==> src/rtl/rdiv_pkg.sv <==
package rdiv_pkg;

   typedef enum logic [1:0] {
      ST_IDLE  = 2'd0,
      ST_CHECK = 2'd1,
      ST_STEP  = 2'd2,
      ST_LAST  = 2'd3
   } rdiv_state_e;

   localparam int CMP_BORROW  = 0;
   localparam int CMP_COMPARE = 1;

endpackage

==> src/rtl/rdiv_cmpsub.sv <==
module rdiv_cmpsub #(
   parameter int N_W       = 4,
   parameter int CMP_STYLE = 0
) (
   input  logic [N_W:0]   upper,
   input  logic [N_W-1:0] dvs,
   output logic           fit,
   output logic [N_W:0]   diff
);
   localparam int UW = N_W + 1;

   if (N_W < 2) begin : g_bad_width
      $error("rdiv_cmpsub: N_W must be at least 2");
   end
   if (CMP_STYLE != rdiv_pkg::CMP_BORROW && CMP_STYLE != rdiv_pkg::CMP_COMPARE) begin : g_bad_style
      $error("rdiv_cmpsub: unknown CMP_STYLE");
   end

   logic [UW-1:0] dvs_ext;
   assign dvs_ext = {1'b0, dvs};

   if (CMP_STYLE == rdiv_pkg::CMP_BORROW) begin : g_borrow
      logic [UW:0] wide;
      assign wide = {1'b0, upper} - {1'b0, dvs_ext};
      assign fit  = ~wide[UW];
      assign diff = wide[UW-1:0];
   end else begin : g_compare
      assign fit  = (upper >= dvs_ext);
      assign diff = upper - dvs_ext;
   end

endmodule

==> src/rtl/rdiv_datapath.sv <==
module rdiv_datapath #(
   parameter int N_W = 4
) (
   input  logic             clk,
   input  logic             rst_n,
   input  logic             ld,
   input  logic             sh,
   input  logic             su,
   input  logic [2*N_W-1:0] dividend,
   input  logic [N_W-1:0]   divisor,
   input  logic [N_W:0]     diff,
   output logic [N_W:0]     upper,
   output logic [N_W-1:0]   dvs_q,
   output logic [N_W-1:0]   quo,
   output logic [N_W-1:0]   rem
);
   localparam int DW = 2 * N_W;
   localparam int XW = DW + 1;

   logic [XW-1:0] work_q;

   always_ff @(posedge clk or negedge rst_n) begin
      if (!rst_n) begin
         work_q <= '0;
         dvs_q  <= '0;
      end else if (ld) begin
         work_q <= {1'b0, dividend};
         dvs_q  <= divisor;
      end else if (su) begin
         work_q[XW-1:N_W] <= diff;
         work_q[0]        <= 1'b1;
      end else if (sh) begin
         work_q <= {work_q[XW-2:0], 1'b0};
      end
   end

   assign upper = work_q[XW-1:N_W];
   assign quo   = work_q[N_W-1:0];
   assign rem   = work_q[DW-1:N_W];

   AST_SHIFT_EMPTIES_LSB: assert property (@(posedge clk) disable iff (!rst_n) (sh && !su && !ld) |=> (work_q[0] == 1'b0));
   AST_SUB_MARKS_LSB: assert property (@(posedge clk) disable iff (!rst_n) (su && !ld) |=> (work_q[0] == 1'b1));
   AST_DIVISOR_HELD: assert property (@(posedge clk) disable iff (!rst_n) !ld |=> $stable(dvs_q));

endmodule

==> src/rtl/rdiv_ctrl.sv <==
module rdiv_ctrl
   import rdiv_pkg::*;
#(
   parameter int N_W = 4
) (
   input  logic clk,
   input  logic rst_n,
   input  logic start,
   input  logic fit,
   output logic ld,
   output logic sh,
   output logic su,
   output logic ovf,
   output logic ready
);
   localparam int CNT_W = $clog2(N_W) + 1;
   localparam logic [CNT_W-1:0] LAST_STEP = CNT_W'(N_W - 1);

   rdiv_state_e   state_q, state_d;
   logic [CNT_W-1:0] cnt_q;

   always_comb begin
      state_d = state_q;
      ld = 1'b0;
      sh = 1'b0;
      su = 1'b0;
      unique case (state_q)
         ST_IDLE: begin
            if (start) begin
               ld      = 1'b1;
               state_d = ST_CHECK;
            end
         end
         ST_CHECK: begin
            if (fit) begin
               state_d = ST_IDLE;
            end else begin
               sh      = 1'b1;
               state_d = ST_STEP;
            end
         end
         ST_STEP: begin
            if (fit) begin
               su = 1'b1;
            end else begin
               sh = 1'b1;
               if (cnt_q == LAST_STEP) state_d = ST_LAST;
            end
         end
         ST_LAST: begin
            su      = fit;
            state_d = ST_IDLE;
         end
         default: state_d = ST_IDLE;
      endcase
   end

   always_ff @(posedge clk or negedge rst_n) begin
      if (!rst_n) begin
         state_q <= ST_IDLE;
         cnt_q   <= '0;
         ovf     <= 1'b0;
      end else begin
         state_q <= state_d;
         if (state_q == ST_CHECK) cnt_q <= CNT_W'(1);
         else if (state_q == ST_STEP && !fit) cnt_q <= cnt_q + CNT_W'(1);
         if (ld) ovf <= 1'b0;
         else if (state_q == ST_CHECK && fit) ovf <= 1'b1;
      end
   end

   assign ready = (state_q == ST_IDLE);

   AST_START_LEAVES_IDLE: assert property (@(posedge clk) disable iff (!rst_n) (ready && start) |=> (!ready && !ovf));
   AST_OVF_FROM_CHECK: assert property (@(posedge clk) disable iff (!rst_n) $rose(ovf) |-> (ready && $past(state_q == ST_CHECK)));
   AST_IDLE_HOLDS_FLAG: assert property (@(posedge clk) disable iff (!rst_n) (ready && !start) |=> $stable(ovf));
   AST_ONE_ACTION: assert property (@(posedge clk) disable iff (!rst_n) $countones({ld, sh, su}) <= 1);

endmodule

==> src/rtl/restoring_divider.sv <==
module restoring_divider #(
   parameter int N_W       = 4,
   parameter int CMP_STYLE = 0
) (
   input  logic             clk,
   input  logic             rst_n,
   input  logic             start,
   input  logic [2*N_W-1:0] dividend,
   input  logic [N_W-1:0]   divisor,
   output logic [N_W-1:0]   quotient,
   output logic [N_W-1:0]   remainder,
   output logic             overflow,
   output logic             ready
);
   logic           ld, sh, su, fit;
   logic [N_W:0]   upper, diff;
   logic [N_W-1:0] dvs_q;

   rdiv_ctrl #(.N_W(N_W)) i_ctrl (
      .clk(clk), .rst_n(rst_n), .start(start), .fit(fit),
      .ld(ld), .sh(sh), .su(su), .ovf(overflow), .ready(ready)
   );

   rdiv_cmpsub #(.N_W(N_W), .CMP_STYLE(CMP_STYLE)) i_cmpsub (
      .upper(upper), .dvs(dvs_q), .fit(fit), .diff(diff)
   );

   rdiv_datapath #(.N_W(N_W)) i_dp (
      .clk(clk), .rst_n(rst_n), .ld(ld), .sh(sh), .su(su),
      .dividend(dividend), .divisor(divisor), .diff(diff),
      .upper(upper), .dvs_q(dvs_q), .quo(quotient), .rem(remainder)
   );

   AST_REM_BELOW_DIVISOR: assert property (@(posedge clk) disable iff (!rst_n) ($rose(ready) && !overflow) |-> (remainder < dvs_q));
   AST_ZERO_DIVISOR_OVF: assert property (@(posedge clk) disable iff (!rst_n) ($rose(ready) && dvs_q == '0) |-> overflow);
   AST_IDLE_RESULT_HOLD: assert property (@(posedge clk) disable iff (!rst_n) (ready && !start) |=> ($stable(quotient) && $stable(remainder)));

endmodule

==> config.mk <==
export PLATFORM = sky130hd
export DESIGN_NAME = restoring_divider
export DESIGN_NICKNAME = d
export VERILOG_FILES = /design/src/rtl/rdiv_pkg.sv /design/src/rtl/rdiv_cmpsub.sv /design/src/rtl/rdiv_datapath.sv /design/src/rtl/rdiv_ctrl.sv /design/src/rtl/restoring_divider.sv
export SDC_FILE = /design/constraint.sdc
export NUM_CORES = 1
export LEC_CHECK = 0
export BUFFER_PORTS_ARGS = -buffer_cell sky130_fd_sc_hd__buf_2
export CAP_MARGIN = 20
export CORE_AREA = 2 2 51 53
export CTS_CLUSTER_DIAMETER = 80
export DETAILED_ROUTE_END_ITERATION = 7
export DIE_AREA = 0 0 53 55
export GPL_TIMING_DRIVEN = 0
export HOLD_SLACK_MARGIN = 0.06
export PLACE_DENSITY = 0.77
export SYNTH_ARGS = -nofsm -noshare
export SYNTH_HDL_FRONTEND = slang
export SYNTH_SLANG_ARGS = --single-unit
export TNS_END_PERCENT = 30
==> constraint.sdc <==
create_clock -name clk -period 5.2 [get_ports clk]
set_input_delay 0.52 -clock clk [delete_from_list [all_inputs] [get_ports clk]]
set_output_delay 0.52 -clock clk [all_outputs]
set_load 0.03 [all_outputs]
# Yosys cells after proc, flatten, opt, wreduce, memory -nomap -nowiden
# Index checks and enable logic that the tools add are counted.
classes:
  add_sub_neg: 2
  n_reduce_logical: 10
  muxes: 20
  bitwise: 1
  n_eq_ne: 8
ops:
  columns: ["op", "count"]
  rows:
  - ["$mux W9", 2]
  - ["$mux W3", 3]
  - ["$mux W1", 8]
  - ["$mux W2", 4]
  - ["$pmux W2 S4", 1]
  - ["$ne A2 B1 Y1 const B", 3]
  - ["$reduce_bool A2 Y1", 3]
  - ["$sub A5 B4 Y6", 1]
  - ["$mux W5", 1]
  - ["$eq A2 B2 Y1 const B", 2]
  - ["$add A3 B1 Y3 const B", 1]
  - ["$eq A3 B2 Y1 const B", 1]
  - ["$reduce_and A3 Y1", 1]
  - ["$reduce_bool A3 Y1", 1]
  - ["$eq A2 B1 Y1 const B", 1]
  - ["$logic_and A1 B1 Y1", 2]
  - ["$logic_not A2 Y1", 1]
  - ["$ne A2 B2 Y1 const B", 1]
  - ["$pmux W1 S2", 1]
  - ["$reduce_and A2 Y1", 1]
  - ["$reduce_or A2 Y1", 1]
  - ["$not A1 Y1", 1]
totals:
  regBits: 19
  inputBits: 15

# Longest topological paths before layout
depth:
  depth_word: 6
  depth_mapped: 8
  ltp_nobuf: 8

# Modules after synthesis
# Synthesis repeated with hierarchy kept, for this count alone.
hier_totals:
  cells_unflattened: 120
  hier_area_um2: 1296.2
modules_own_cells:
  columns: ["mod", "area_per_inst_um2", "cells_each", "instances"]
  rows:
  - ["rdiv_datapath", 734.5, 62, 1]
  - ["rdiv_ctrl", 391.6, 35, 1]
  - ["rdiv_cmpsub", 170.2, 23, 1]

# Worst setup path after synthesis
# OpenSTA, ideal clock, no wires.
synth_timing:
  path_kind: "flip-flop to flip-flop"
  startpoint: "reg i_dp.work_q[5]"
  endpoint: "reg i_dp.work_q[4]"
  required_time_ns: 5.120
  path_slack_ns: 3.249
  path_stages_with_launch: 7
  t_arrival_ns: 1.870
  cell_sequence: "dfrtp_1 -> ha_1 -> nor2b_1 -> o311ai_4 -> a21oi_2 -> or3_4 -> o211ai_2"
synth_via:
  elab_chain_cells: 5
synth_rtl:
  columns: ["item", "line", "text"]
  rows:
  - ["start, declared", "rdiv_datapath.sv:20", "logic [XW-1:0] work_q;"]
  - ["start signal, assigned", "rdiv_datapath.sv:27", "work_q <= {1'b0, dividend};"]
  - ["start signal, assigned by index", "rdiv_datapath.sv:30", "work_q[XW-1:N_W] <= diff;"]
  - ["start signal, assigned", "rdiv_datapath.sv:33", "work_q <= {work_q[XW-2:0], 1'b0};"]
  - ["$sub A5 B4 Y6 *", "rdiv_cmpsub.sv:24", "assign wide = {1'b0, upper} - {1'b0, dvs_ext};"]
  - ["$mux W1 / $not A1 Y1 (equally long branches)", "rdiv_ctrl.sv:43, rdiv_cmpsub.sv:25", null]
  - ["$pmux W1 S2", "rdiv_ctrl.sv:27", "unique case (state_q)"]
  - ["$mux W5", "rdiv_datapath.sv:29", "end else if (su) begin"]
  - ["$mux W9", "rdiv_datapath.sv:26", "end else if (ld) begin"]
# Mark *: on every way between the ends. The rest lies on a longest branch, timed or not.
# A chain may end at the register's enable or synchronous reset.

# Worst setup path in the final report
layout_timing:
  startpoint: "reg i_dp.work_q[5]"
  endpoint: "reg i_dp.work_q[6]"
layout_via:
  elab_chain_cells: 5
layout_rtl:
  columns: ["item", "line"]
  rows:
  - ["$sub A5 B4 Y6", "rdiv_cmpsub.sv:24"]
  - ["$mux W1 / $not A1 Y1 (equally long branches)", "rdiv_ctrl.sv:43, rdiv_cmpsub.sv:25"]
  - ["$pmux W1 S2", "rdiv_ctrl.sv:27"]
  - ["$mux W5", "rdiv_datapath.sv:29"]
  - ["$mux W9", "rdiv_datapath.sv:26"]
# Parallel ways exist; a longest one is shown, timed or not. The select of a mux whose other input is x is not followed.

==> metrics.md <==
| Metric | Value |
|---|---|
| Resized cells post-CTS | `0` |
| Drt wl/cell | `approximately 14 um` |
| Most common cell after layout, fill and taps aside | `buf_2` |
| Vias/cell | `roughly 5.4` |
| PwrDens | `~770 mW/mm2` |
| DRT antenna net count | `0` |
| R2r startpoint | `i_dp.work_q[5]$_DFFE_PN0P_` |
| Sw Pwr | `0.556 mW` |
| Max Buffers Root-to-Sink | `2` |
| # fillers | `around 220` |
| VDD IR max | `0.000496 V` |
| Clk_lat worst skew | `roughly 310 ps` |
| # port buffers | `24` |
| Register area | `475 um2` |
| HPWL after DPL | `a little over 2000 um` |
| Worst Setup Start Kind | `flip-flop` |
| Die Wd | `~53 um` |
| Clock Tree Root | `clkbuf_4` |
| Total negative setup slack | `0 ps` |
| Vias in the first global route | `around 1000` |
| Max-cap viol count | `0` |
| Mapped Area | `roughly 0.0012 mm2` |
| Flop pwr share | `around a quarter` |
| First-pass detailed-route iteration total | `4` |
| Final core utilization | `roughly 61%` |
| Outcome | `complete, no violations` |
| H-tree levels | `1` |
| Initial core utilization | `52.8%` |
| Distinct cells, synth | `about 40` |
| WP data arrival | `around 2400 ps` |
| Slew headroom | `between 70% and 80%` |
| Warnings from Yosys | `0` |
| Setup Crit Path Kind | `flip-flop to flip-flop` |
| Max Clk Rate | `0.460 GHz` |
| Mapped Avg Cell Area | `about 9.6 um2` |
| Detailed-route DRC error count | `0` |
| Global-route wire length before repair | `about 4300 um` |
| Post-route cell area | `between 0.001 and 0.0015 mm2` |
| Comb pwr share | `68.4%` |
| Setup crit start | `i_dp.work_q[5]$_DFFE_PN0P_` |
| Area after DPL | `around 0.0014 mm2` |
| Die area | `around 0.003 mm2` |
| Worst clock skew | `~7 ps` |
| Placeable Area | `between 0.002 and 0.0025 mm2` |
| Via count | `about 1k` |
| Crit-path max FO | `7` |
| Clk slew on worst S/H paths | `110 ps` |
| Hold buffer count at CTS | `0` |
| Die Y | `around 55 um` |
| Share of cells above drive strength 1 | `27.2%` |
| Syn nets | `156` |
| Final hold viol count | `0` |
| Multi-input gate area | `about 700 um2` |
| IO Pins | `25` |
| Commonest non-fill, non-tap cells in the layout | `24 x buf_2, 19 x dfrtp_1, 18 x nand2_1, 10 x inv_1, 10 x ha_1` |
| Cell-internal power | `0.545 mW` |
| RD Place Congestion | `0.844` |
| RSZ-0062 raised after global routing | `no` |
| Total track usage | `20.5%` |
| Post-route minimum period | `around 2200 ps` |
| CTS buffer count | `3` |
| Static Leak | `about 0.7 nW` |
| Worst-Margin Slew | `~430 ps` |
| Sequential fraction of the synthesis area | `between 30% and 40%` |
| Nets | `about 190` |
| HP Class | `input pin to asynchronous set/reset pin` |
| Gr ovfl total | `0` |
| N_diodes | `0` |
| Final setup viols | `0` |
| Crit end category | `flip-flop` |
| DRT iter0 DRCs | `11` |
| Count of pins over their slew limit | `0` |
| Initial antenna violation count | `0` |
| Rows | `18` |
| DRT Wirelength | `around 2600 um` |
| Crit share post-route | `41.8%` |
| Largest net degree at the start of global routing | `20` |
| Area grow syn2layout | `14.7%` |
| FF+latch count, synth | `19` |
| Postcts setup bufs | `0` |
| Critical Path RT | `between 5000 and 6000 ps` |
| Total Power | `1.10 mW` |
| Synthesized instance count | `130` |
| Sw Share | `approximately 50%` |
| Clock network fraction of total power | `around 7%` |
| CTS tree | `yes` |
| Clk sinks | `19` |
layer usage:
layer	share of wire, %	vias to the layer above	global-route usage [%]
met4	2.1	0	9.83
met1	49	476	29.0
met5	0	-	0
met3	2.8	4	1.61
li1	-	519	-
met2	46	24	32.1
worst max-delay path, cell delays in order, from the launching register on:
cell and delay (ps):
dfrtp_1 450, ha_1 300, nor2b_1 170, o311ai_4 400
a21oi_2 190, or3_4 440, o211ai_2 160
through the flow:
step	hold WS, ps	setup slack, ps	instances
3_3_place_gp	475	3070	184
5_1_grt	172	2890	188
6_report	135	3030	188
3_5_place_dp	475	3070	184
4_1_cts	140	3030	188
2_1_floorplan	224	3250	130
worst paths after layout:
check | to | slack (ps) | depth (start not counted)
max | i_dp.work_q[6]$_DFFE_PN0P_ | 3030 | 6
min | i_dp.work_q[1]$_DFFE_PN0P_ | 130 | 1
max reg2reg | i_dp.work_q[6]$_DFFE_PN0P_ | 3030 | 6
min reg2reg | i_dp.dvs_q[0]$_DFFE_PN0P_ | 500 | 2
max in group asynchronous | asynchronous set/reset pin | 4760 | 1
min in group clk | i_dp.work_q[1]$_DFFE_PN0P_ | 400 | 3
sequential cells by signal, indices dropped and copies added, names as in the netlist, named ones only:
name / count
i_dp.dvs_q: 4
i_dp.work_q: 9
i_ctrl.state_q: 1
i_ctrl.ovf: 1
i_ctrl.cnt_q: 3
layout make-up:
type	instances	share of cell area (%)
multi-input combinational	95	48.7
sequential	19	33.2
timing repair buffer	24	8.39
buffer	6	2.62
inverter	10	2.62
tap	30	2.62
clock buffer	4	1.84
power groups by stage:
stage / logic (mW) / clock network [mW] / registers [mW]
after floorplan: 0.559 / 0 / 0.300
after global placement: 0.729 / 0 / 0.269
after detailed placement: 0.749 / 0 / 0.273
after CTS: 0.752 / 0.0794 / 0.271
after global routing: 0.834 / 0.0821 / 0.281
final: 0.753 / 0.0778 / 0.270
synth_stat cells:
cell type / instances / area (um2)
mux2_2: 1 / 11.3
o311ai_1: 1 / 8.76
clkbuf_1: 2 / 7.51
or2_2: 2 / 12.5
nor2_1: 5 / 18.8
o32ai_1: 1 / 8.76
a211oi_1: 1 / 7.51
o311a_1: 1 / 10.0
o21ai_0: 8 / 40.0
a2111o_1: 1 / 11.3
buf_4: 4 / 30.0
mux2i_1: 5 / 50.1
o211ai_1: 4 / 30.0
o41ai_1: 1 / 8.76
xnor2_1: 1 / 8.76
or3_4: 1 / 11.3
or2_1: 1 / 6.26
a21oi_2: 1 / 8.76
o21a_1: 1 / 7.51
a21oi_1: 5 / 25.0
or2_0: 1 / 6.26
dfrtp_1: 19 / 475
nor2b_1: 2 / 12.5
fa_1: 1 / 20.0
xor2_1: 1 / 8.76
a31oi_1: 2 / 12.5
and2_1: 1 / 6.26
nand3_1: 5 / 25.0
o21ai_1: 1 / 5.00
a32oi_1: 1 / 8.76
nand2b_1: 2 / 12.5
ha_1: 10 / 125
nor3_2: 1 / 10.0
o311ai_4: 1 / 26.3
nor2_2: 1 / 6.26
nand2_1: 18 / 67.6
inv_1: 10 / 37.5
o21ai_2: 1 / 8.76
nor4_1: 1 / 6.26
o22ai_1: 1 / 6.26
o211ai_2: 3 / 37.5
cell families after synthesis:
family          share of synthesized area [%]
buf+inv                                  6.02
xor+xnor                                 1.40
mux                                      4.91
flops                                    38.1
fa+ha+maj                                11.6
compound gates                           21.8
simple gates                             16.1
Note: power is estimated with default switching activity, not from simulation.
